===== config.mk =====
export PLATFORM = sky130hd
export DESIGN_NAME = cond_flag_unit
export DESIGN_NICKNAME = d
export VERILOG_FILES = /design/src/rtl/cond_flag_unit.sv
export SDC_FILE = /design/constraint.sdc
export NUM_CORES = 1
export LEC_CHECK = 0
export ABC_AREA = 1
export BUFFER_PORTS_ARGS = -buffer_cell sky130_fd_sc_hd__buf_2
export CORE_MARGIN = 2
export CORE_UTILIZATION = 46
export DETAILED_ROUTE_END_ITERATION = 16
export PLACE_DENSITY_LB_ADDON = 0.1
export RECOVER_POWER = 100
export SKIP_LAST_GASP = 1
export SLEW_MARGIN = 20
export SYNTH_ARGS = -nofsm -noshare
export SYNTH_HDL_FRONTEND = slang
export SYNTH_SLANG_ARGS = --single-unit
export TNS_END_PERCENT = 100

===== constraint.sdc =====
create_clock -name clk -period 1.5 [get_ports clk]
set_clock_uncertainty 0.05 [all_clocks]
set_input_delay 0.3 -clock clk [delete_from_list [all_inputs] [get_ports clk]]
set_output_delay 0.3 -clock clk [all_outputs]
set_load 0.05 [all_outputs]

===== src/rtl/cond_flag_unit.sv =====
module cond_flag_unit #(
  parameter int LINES = 16,
  localparam int LW = (LINES > 1) ? $clog2(LINES) : 1
) (
  input  logic          clk,
  input  logic          rst_n,
  input  logic          issue,
  input  logic [1:0]    cond,
  input  logic [2:0]    test_op,
  input  logic [10:0]   opnd_a,
  input  logic [10:0]   opnd_b,
  input  logic [87:0]   reg_vals,
  input  logic          set_plus,
  input  logic          set_minus,
  input  logic [LW-1:0] line,
  output logic          exec_en,
  output logic          flag_plus,
  output logic          flag_minus
);

  logic [LINES-1:0] done;
  logic signed [10:0] va, vb;
  logic nxt_p, nxt_m, upd;

  wire a_reg = (opnd_a[10:3] == 8'b1000_0000);
  wire b_reg = (opnd_b[10:3] == 8'b1000_0000);

  assign va = a_reg ? reg_vals[opnd_a[2:0]*11 +: 11] : opnd_a;
  assign vb = b_reg ? reg_vals[opnd_b[2:0]*11 +: 11] : opnd_b;

  always_comb begin
    case (cond)
      2'b00:   exec_en = 1'b1;
      2'b01:   exec_en = flag_minus;
      2'b10:   exec_en = flag_plus;
      default: exec_en = ~done[line];
    endcase
  end

  always_comb begin
    upd   = 1'b1;
    nxt_p = flag_plus;
    nxt_m = flag_minus;
    case (test_op)
      3'd1: begin nxt_p = (va == vb); nxt_m = (va != vb); end
      3'd2: begin nxt_p = (va >  vb); nxt_m = ~(va >  vb); end
      3'd3: begin nxt_p = (va <  vb); nxt_m = ~(va <  vb); end
      3'd4: begin nxt_p = (va >  vb); nxt_m = (va <  vb); end
      3'd5: begin nxt_p = (vb >  va); nxt_m = (vb <  va); end
      3'd6: begin nxt_p = set_plus;   nxt_m = set_minus;  end
      default: upd = 1'b0;
    endcase
  end

  always_ff @(posedge clk or negedge rst_n) begin
    if (!rst_n) begin
      flag_plus  <= 1'b0;
      flag_minus <= 1'b0;
      done       <= '0;
    end else if (issue && exec_en) begin
      if (upd) begin
        flag_plus  <= nxt_p;
        flag_minus <= nxt_m;
      end
      if (cond == 2'b11) done[line] <= 1'b1;
    end
  end

endmodule


==> results.sh, run 1 <==
export IMPL_status="finished with violations"
export IMPL_violations="setup timing"
export IMPL_rows=30
export IMPL_layout_common_cells="buf_2, nand2_1, inv_1, o21ai_0, buf_4"
export IMPL_ios=127
export IMPL_maxCapViolCount=0
export IMPL_highest_layer="met4"
export IMPL_relSlewSlack=0.6930
export IMPL_slowest_delay_ns=0.29
export IMPL_layout_commonest_cell="buf_2"
export IMPL_critPathSlowestCell="ha_1"
export IMPL_place_ws_ns=-1.335
export IMPL_coreArea_um2=6756
export IMPL_max_freq_ghz=0.4185
export IMPL_dieArea_um2=7658
export IMPL_numPortBuffers=126
export IMPL_syn2layout_area_growth_pct=54.60
export IMPL_grt_pass1_vias=4387
export IMPL_worst_ep_required_time_ns=1.60
export IMPL_hp_class="input pin to flop"
export IMPL_powerDensity_nw_per_um2=499.4
export IMPL_grt_max_degree=32
export IMPL_wl_um=11920
export IMPL_vias=4575
export IMPL_gp_congestion=0.9026
export IMPL_first_iter_violations=271
export IMPL_clock_latency_ns=0.26
export IMPL_path_max_fanout=13
export IMPL_initial_core_util=0.4748
export IMPL_synthSimpleGateAreaFrac=0.2644
export IMPL_slew_violations=0
export IMPL_cp_cell_sequence="clkbuf_4, buf_12, a21oi_1, o21ai_0, o21ai_0, o211ai_1, nand2_1, ha_1, nand2_1, nor2_1, and2_4, nand2_4, nand4_1, nand3_1, nand2_1, nor2_1, nand2_1, nor2_1, nor2_1"
export IMPL_hold_viol=0
export IMPL_synth_seq_area_share=0.1404
export IMPL_synth_compound_area_frac=0.4052
export IMPL_path_buf_inv=2
export IMPL_power_total_w=0.002477
export IMPL_antenna_cells=0
export IMPL_drc=0
export IMPL_leakage_nw=2.583
export IMPL_antenna_found_initial=0
export IMPL_final_nets=880
export IMPL_cts_tree="built"
export IMPL_synth_xor_area_frac=0
export IMPL_via_per_inst=5.552
export IMPL_crit_family="simple AND/OR/NAND/NOR gates"
export IMPL_antenna_left=0
export IMPL_post_route_util=0.7341
export IMPL_yosys_area_share_adder=0.04290
export IMPL_hpwlAfterDp_um=9075
export IMPL_die_w_um=87.51
export IMPL_worst_pin_slew_ns=0.4604
export IMPL_clkTransAtPathRegs_ns=0.07
export IMPL_overflow=0
export IMPL_synth_distinct_cells=31
export IMPL_synth_seq_cells=18
export IMPL_dr_wl_met2_um=5829
export IMPL_drive_gt1_frac=0.3817
export IMPL_period_minus_slack_ns=2.389
export IMPL_rsz0062_at_grt="yes"
export IMPL_fin_ws_ns=-0.8893
export IMPL_syn_area_um2=3208
export IMPL_clock_path_buffers=2
export IMPL_clock_sinks=18
export IMPL_synth_top_family_by_area="compound AO/OA/AOI/OAI gates"
export IMPL_drt_pass1_iter_count=5
export IMPL_grt_total_usage=0.3041
export IMPL_synth_nets=694
export IMPL_syn_instance_count=559
export IMPL_htreeDepth=1
export IMPL_cts_root_buf="clkbuf_8"
export IMPL_wl_met1_um=4908
export IMPL_dieHeight_um=87.51
export IMPL_whs_ns=0.3334
export IMPL_cp_arrival_ns=2.49
export IMPL_avgSynthCellArea_um2=5.739
export IMPL_wl_per_cell_um=14.46
export IMPL_cp_end_kind="flop"
export IMPL_rrSetupSlack_ns=-0.16
export IMPL_path_class="input pin to flop"
export IMPL_setup_viol=19
export IMPL_cp_start_kind="input pin"
export IMPL_synthMuxAreaShare=0
export IMPL_post_route_period_util=1.593
export IMPL_grt_pass1_wl_um=19070
export IMPL_ys_warn_count=0
export IMPL_cts_buffers=3
export IMPL_wl_met3_um=835
export IMPL_max_vdd_ir_drop_mv=0.3530
[tightest hold or removal path: cells and delay by family]
family,cells,cell delay [ns]
AO/OA/AOI/OAI,1,0.05
buffers and inverters,1,0.08
AND/OR/NAND/NOR,3,0.18
[kinds of logic (layout without fill, tap and decap cells)]
kind of cell / count (synthesis) / after routing
adders and majority gates: 11 / 11
and+or+nand+nor: 203 / 203
buffers and inverters: 119 / 304
AOI/OAI and AO/OA: 208 / 208
DFF: 18 / 18
[where the power goes]
group	internal (W)	switching (W)	leakage [nW]
Combinational	0.000706	0.000772	2.35
Clock	0.000233	0.000166	0.0288
Sequential	0.000553	0.0000462	0.207
Total	0.00149	0.000984	2.58
[flip-flops by register name, summed over array words and instances, names as in the netlist]
| register | cells |
|---|---|
| done | 16 |
| flag_plus | 1 |
| flag_minus | 1 |
[layer usage]
| metal | up-vias | track usage |
|---|---|---|
| li1 | 2259 | - |
| met1 | 2051 | 0.3797 |
| met2 | 231 | 0.5461 |
| met3 | 34 | 0.04455 |
| met4 | 0 | 0.07692 |
| met5 | - | 0 |
[Yosys cell counts]
| library cell | number | area [um^2] |
|---|---|---|
| a211oi_1 | 2 | 15.01 |
| a21o_1 | 1 | 7.510 |
| a21oi_1 | 51 | 255.2 |
| a221oi_1 | 1 | 8.760 |
| a22oi_1 | 2 | 15.01 |
| a31o_2 | 3 | 26.28 |
| and2_1 | 1 | 6.260 |
| buf_1 | 1 | 3.750 |
| buf_12 | 1 | 20.02 |
| buf_2 | 1 | 5.000 |
| buf_6 | 1 | 11.26 |
| clkbuf_1 | 30 | 112.6 |
| clkinv_1 | 1 | 3.750 |
| dfrtp_1 | 18 | 450.4 |
| ha_1 | 11 | 137.6 |
| inv_1 | 84 | 315.3 |
| nand2_1 | 114 | 427.9 |
| nand3_1 | 28 | 140.1 |
| nand3_2 | 1 | 10.01 |
| nand3_4 | 1 | 17.52 |
| nand4_1 | 7 | 43.79 |
| nor2_1 | 44 | 165.2 |
| nor3_1 | 5 | 25.02 |
| nor4_1 | 2 | 12.51 |
| o211ai_1 | 30 | 225.2 |
| o21ai_0 | 96 | 480.5 |
| o21ai_1 | 6 | 30.03 |
| o21ai_4 | 1 | 16.27 |
| o21bai_4 | 10 | 187.7 |
| o22ai_1 | 4 | 25.02 |
| o31ai_1 | 1 | 7.510 |
[metrics by stage]
step | cells | instance area, um^2 | TNS [ns]
final | 824 | 4960 | -4.394
after global routing | 824 | 4960 | -6.227
after CTS | 819 | 4795 | -4.624
after detailed placement | 808 | 4539 | -5.512
after global placement | 808 | 4539 | -5.313
after floorplan | 559 | 3457 | -4.368
[cell type report]
cell class	instances	area, um^2
clock buffers	4	55.05
well taps	80	100.1
inverters	85	331.6
flip-flops and latches	18	450.4
repair buffers	215	1513
multi-input cells	422	2510
fillers	585	1797
[repair_timing]
item                                    4_1_cts  5_1_grt
hold buffers                                  1        0
setup buffers                                 6        5
endpoints found under the setup margin       19       19
hold endpoints to repair                     18        0
gates resized for setup                      39       36
pin swaps                                    19       29
cloned                                        1        2
[final timing paths]
check | start | end | cells after the start
max | opnd_b[1] | flag_minus$_DFFE_PN0P_ | 19
min | set_plus | flag_plus$_DFFE_PN0P_ | 5
max reg2reg | done[3]$_DFFE_PN0P_ | done[13]$_DFFE_PN0P_ | 11
min reg2reg | done[10]$_DFFE_PN0P_ | done[10]$_DFFE_PN0P_ | 2
max in group asynchronous | rst_n | done[14]$_DFFE_PN0P_ | 2
min in group asynchronous | rst_n | done[6]$_DFFE_PN0P_ | 2
Power figures use the tool's default switching activity.
==> inputs of run 2 (changes only) <==
Settings changed: CTS_BUF_LIST set to sky130_fd_sc_hd__clkbuf_16.
==> results.sh, run 2 (synthesis results as in run 1) <==
export IMPL_final_nets=882
export IMPL_slew_violations=0
export IMPL_rsz0062_at_grt="yes"
export IMPL_clock_latency_ns=0.25
export IMPL_hold_path_depth=5
export IMPL_drive_gt1_frac=0.3780
export IMPL_clkPwrFrac=0.203
export IMPL_p_comb_frac=0.570
export IMPL_via_per_inst=5.580
export IMPL_worst_ep_required_time_ns=1.59
export IMPL_min_to="flag_plus$_DFFE_PN0P_"
export IMPL_grt_pass1_vias=4406
export IMPL_die_w_um=87.51
export IMPL_layout_common_cells="buf_2, nand2_1, inv_1, buf_4, o21ai_0"
export IMPL_drt_pass1_iter_count=6
export IMPL_period_minus_slack_ns=2.403
export IMPL_hpwlAfterDp_um=9075
export IMPL_post_route_period_util=1.602
export IMPL_seq_power_share=0.227
export IMPL_relSlewSlack=0.6953
export IMPL_hp_class="input pin to flop"
export IMPL_leakage_nw=2.607
export IMPL_clock_path_buffers=2
export IMPL_setup_viol=19
export IMPL_place_ws_ns=-1.335
export IMPL_fin_ws_ns=-0.9031
export IMPL_hold_start="set_plus"
export IMPL_cts_buffers=3
export IMPL_regMostFlops="done"
export IMPL_layout_commonest_cell="buf_2"
export IMPL_grt_total_usage=0.3051
export IMPL_grt_max_degree=32
export IMPL_cts_root_buf="clkbuf_16"
export IMPL_first_iter_violations=243
export IMPL_overflow=0
export IMPL_antenna_left=0
export IMPL_max_freq_ghz=0.4161
export IMPL_cp_end_kind="flop"
export IMPL_path_max_fanout=6
export IMPL_hold_viol=0
export IMPL_post_route_util=0.7439
export IMPL_powerDensity_nw_per_um2=526.2
export IMPL_syn2layout_area_growth_pct=56.67
export IMPL_fillers=580
export IMPL_gp_congestion=0.9026
export IMPL_vias=4609
export IMPL_max_vdd_ir_drop_mv=0.3665
export IMPL_r2r_start="done[3]$_DFFE_PN0P_"
export IMPL_clkTransAtPathRegs_ns=0.05
export IMPL_grt_pass1_wl_um=19190
export IMPL_htreeDepth=1
export IMPL_drc=0
export IMPL_initial_core_util=0.4748
export IMPL_status="finished with violations"
export IMPL_p_int_w=0.001635
export IMPL_reg_top3="done (16), flag_minus (1), flag_plus (1)"
export IMPL_wl_um=12070
export IMPL_wl_per_cell_um=14.61
export IMPL_rrSetupSlack_ns=-0.18
export IMPL_clock_sinks=18
export IMPL_numPortBuffers=126
export IMPL_ios=127
export IMPL_dieArea_um2=7658
export IMPL_whs_ns=0.3436
export IMPL_cp_arrival_ns=2.50
export IMPL_dieHeight_um=87.51
export IMPL_r2r_end="done[0]$_DFFE_PN0P_"
export IMPL_power_switching_w=0.001009
export IMPL_switching_share=0.3817
export IMPL_worstRegToRegCells=11
export IMPL_antenna_found_initial=0
export IMPL_coreArea_um2=6756
export IMPL_worst_pin_slew_ns=0.4570
export IMPL_largest_reg_flops=16
export IMPL_cts_tree="built"
export IMPL_antenna_cells=0
export IMPL_rows=30
export IMPL_tns_ns=-4.620
export IMPL_cp_start_kind="input pin"
export IMPL_path_class="input pin to flop"
export IMPL_maxCapViolCount=0
export IMPL_violations="setup timing"
[run 2: changes by cell type in the layout (fill, tap and decap cells not counted), sizes merged]
cell / change
clkinv: +1
clkbuf: -2
buf: +3
[run 2: per-stage QoR]
stage	area (um^2)	power (W)	std cells
after floorplan	3457	0.001398	559
after global placement	4539	0.001888	808
after detailed placement	4539	0.001926	808
after CTS	4815	0.002541	818
after global routing	5026	0.002817	826
final	5026	0.002645	826
[run 2: repair_timing]
action,in CTS,in global routing
pin swaps,20,35
hold buffers,1,0
endpoints found under the hold margin,18,0
endpoints found under the setup margin,19,19
gates cloned,1,2
buffers inserted,5,8
resized for setup,40,42
[run 2: how the worst max path moves through the flow]
stage / from / endpoint / cells past startpoint
2_1_floorplan: opnd_a[0] / flag_minus$_DFFE_PN0P_ / 21
3_3_place_gp: opnd_a[0] / flag_minus$_DFFE_PN0P_ / 20
3_5_place_dp: opnd_a[0] / flag_minus$_DFFE_PN0P_ / 20
4_1_cts: opnd_b[6] / flag_minus$_DFFE_PN0P_ / 18
5_1_grt: opnd_b[4] / flag_minus$_DFFE_PN0P_ / 20
6_report: opnd_b[4] / flag_minus$_DFFE_PN0P_ / 17
[run 2: power groups by stage]
stage,clock [W],sequential (W),combinational (W)
after CTS,0.000542,0.000598,0.00140
after detailed placement,0,0.000606,0.00132
after floorplan,0,0.000654,0.000744
after global routing,0.000565,0.000604,0.00165
final,0.000537,0.000601,0.00151
after global placement,0,0.000599,0.00129
[run 2: critical path, stage by stage]
cell and delay (ns):
buf_6 0.10, nor4_4 0.30, nand2_2 0.15, clkinv_4 0.12, buf_4 0.11, o211ai_1 0.09
o21ai_2 0.10, ha_4 0.23, a21o_1 0.19, nor2_4 0.17, nand4_1 0.20, nand3_2 0.11
nand2_1 0.06, nor2_1 0.08, nand2_1 0.05, nor2_1 0.08, nor2_1 0.04
[run 2: routing by layer]
layer / GRT usage / part of all wire / vias to the layer above / wire length (um)
li1: - / - / 2256 / -
met1: 0.3848 / 0.41 / 2087 / 4954
met2: 0.5482 / 0.49 / 234 / 5967
met3: 0.04265 / 0.072 / 32 / 866
met4: 0.06993 / 0.023 / 0 / 278
met5: 0 / 0 / - / 0
[run 2: layout make-up]
| class | count | area [um^2] | area share |
|---|---|---|---|
| Sequential cell | 18 | 450.4 | 0.08962 |
| Tap cell | 80 | 100.1 | 0.01992 |
| Clock inverter | 1 | 3.754 | 0.0007468 |
| Inverter | 85 | 334.1 | 0.06647 |
| Multi-Input combinational cell | 422 | 2501 | 0.4976 |
| Timing Repair Buffer | 217 | 1562 | 0.3107 |
| Clock buffer | 3 | 75.07 | 0.01494 |
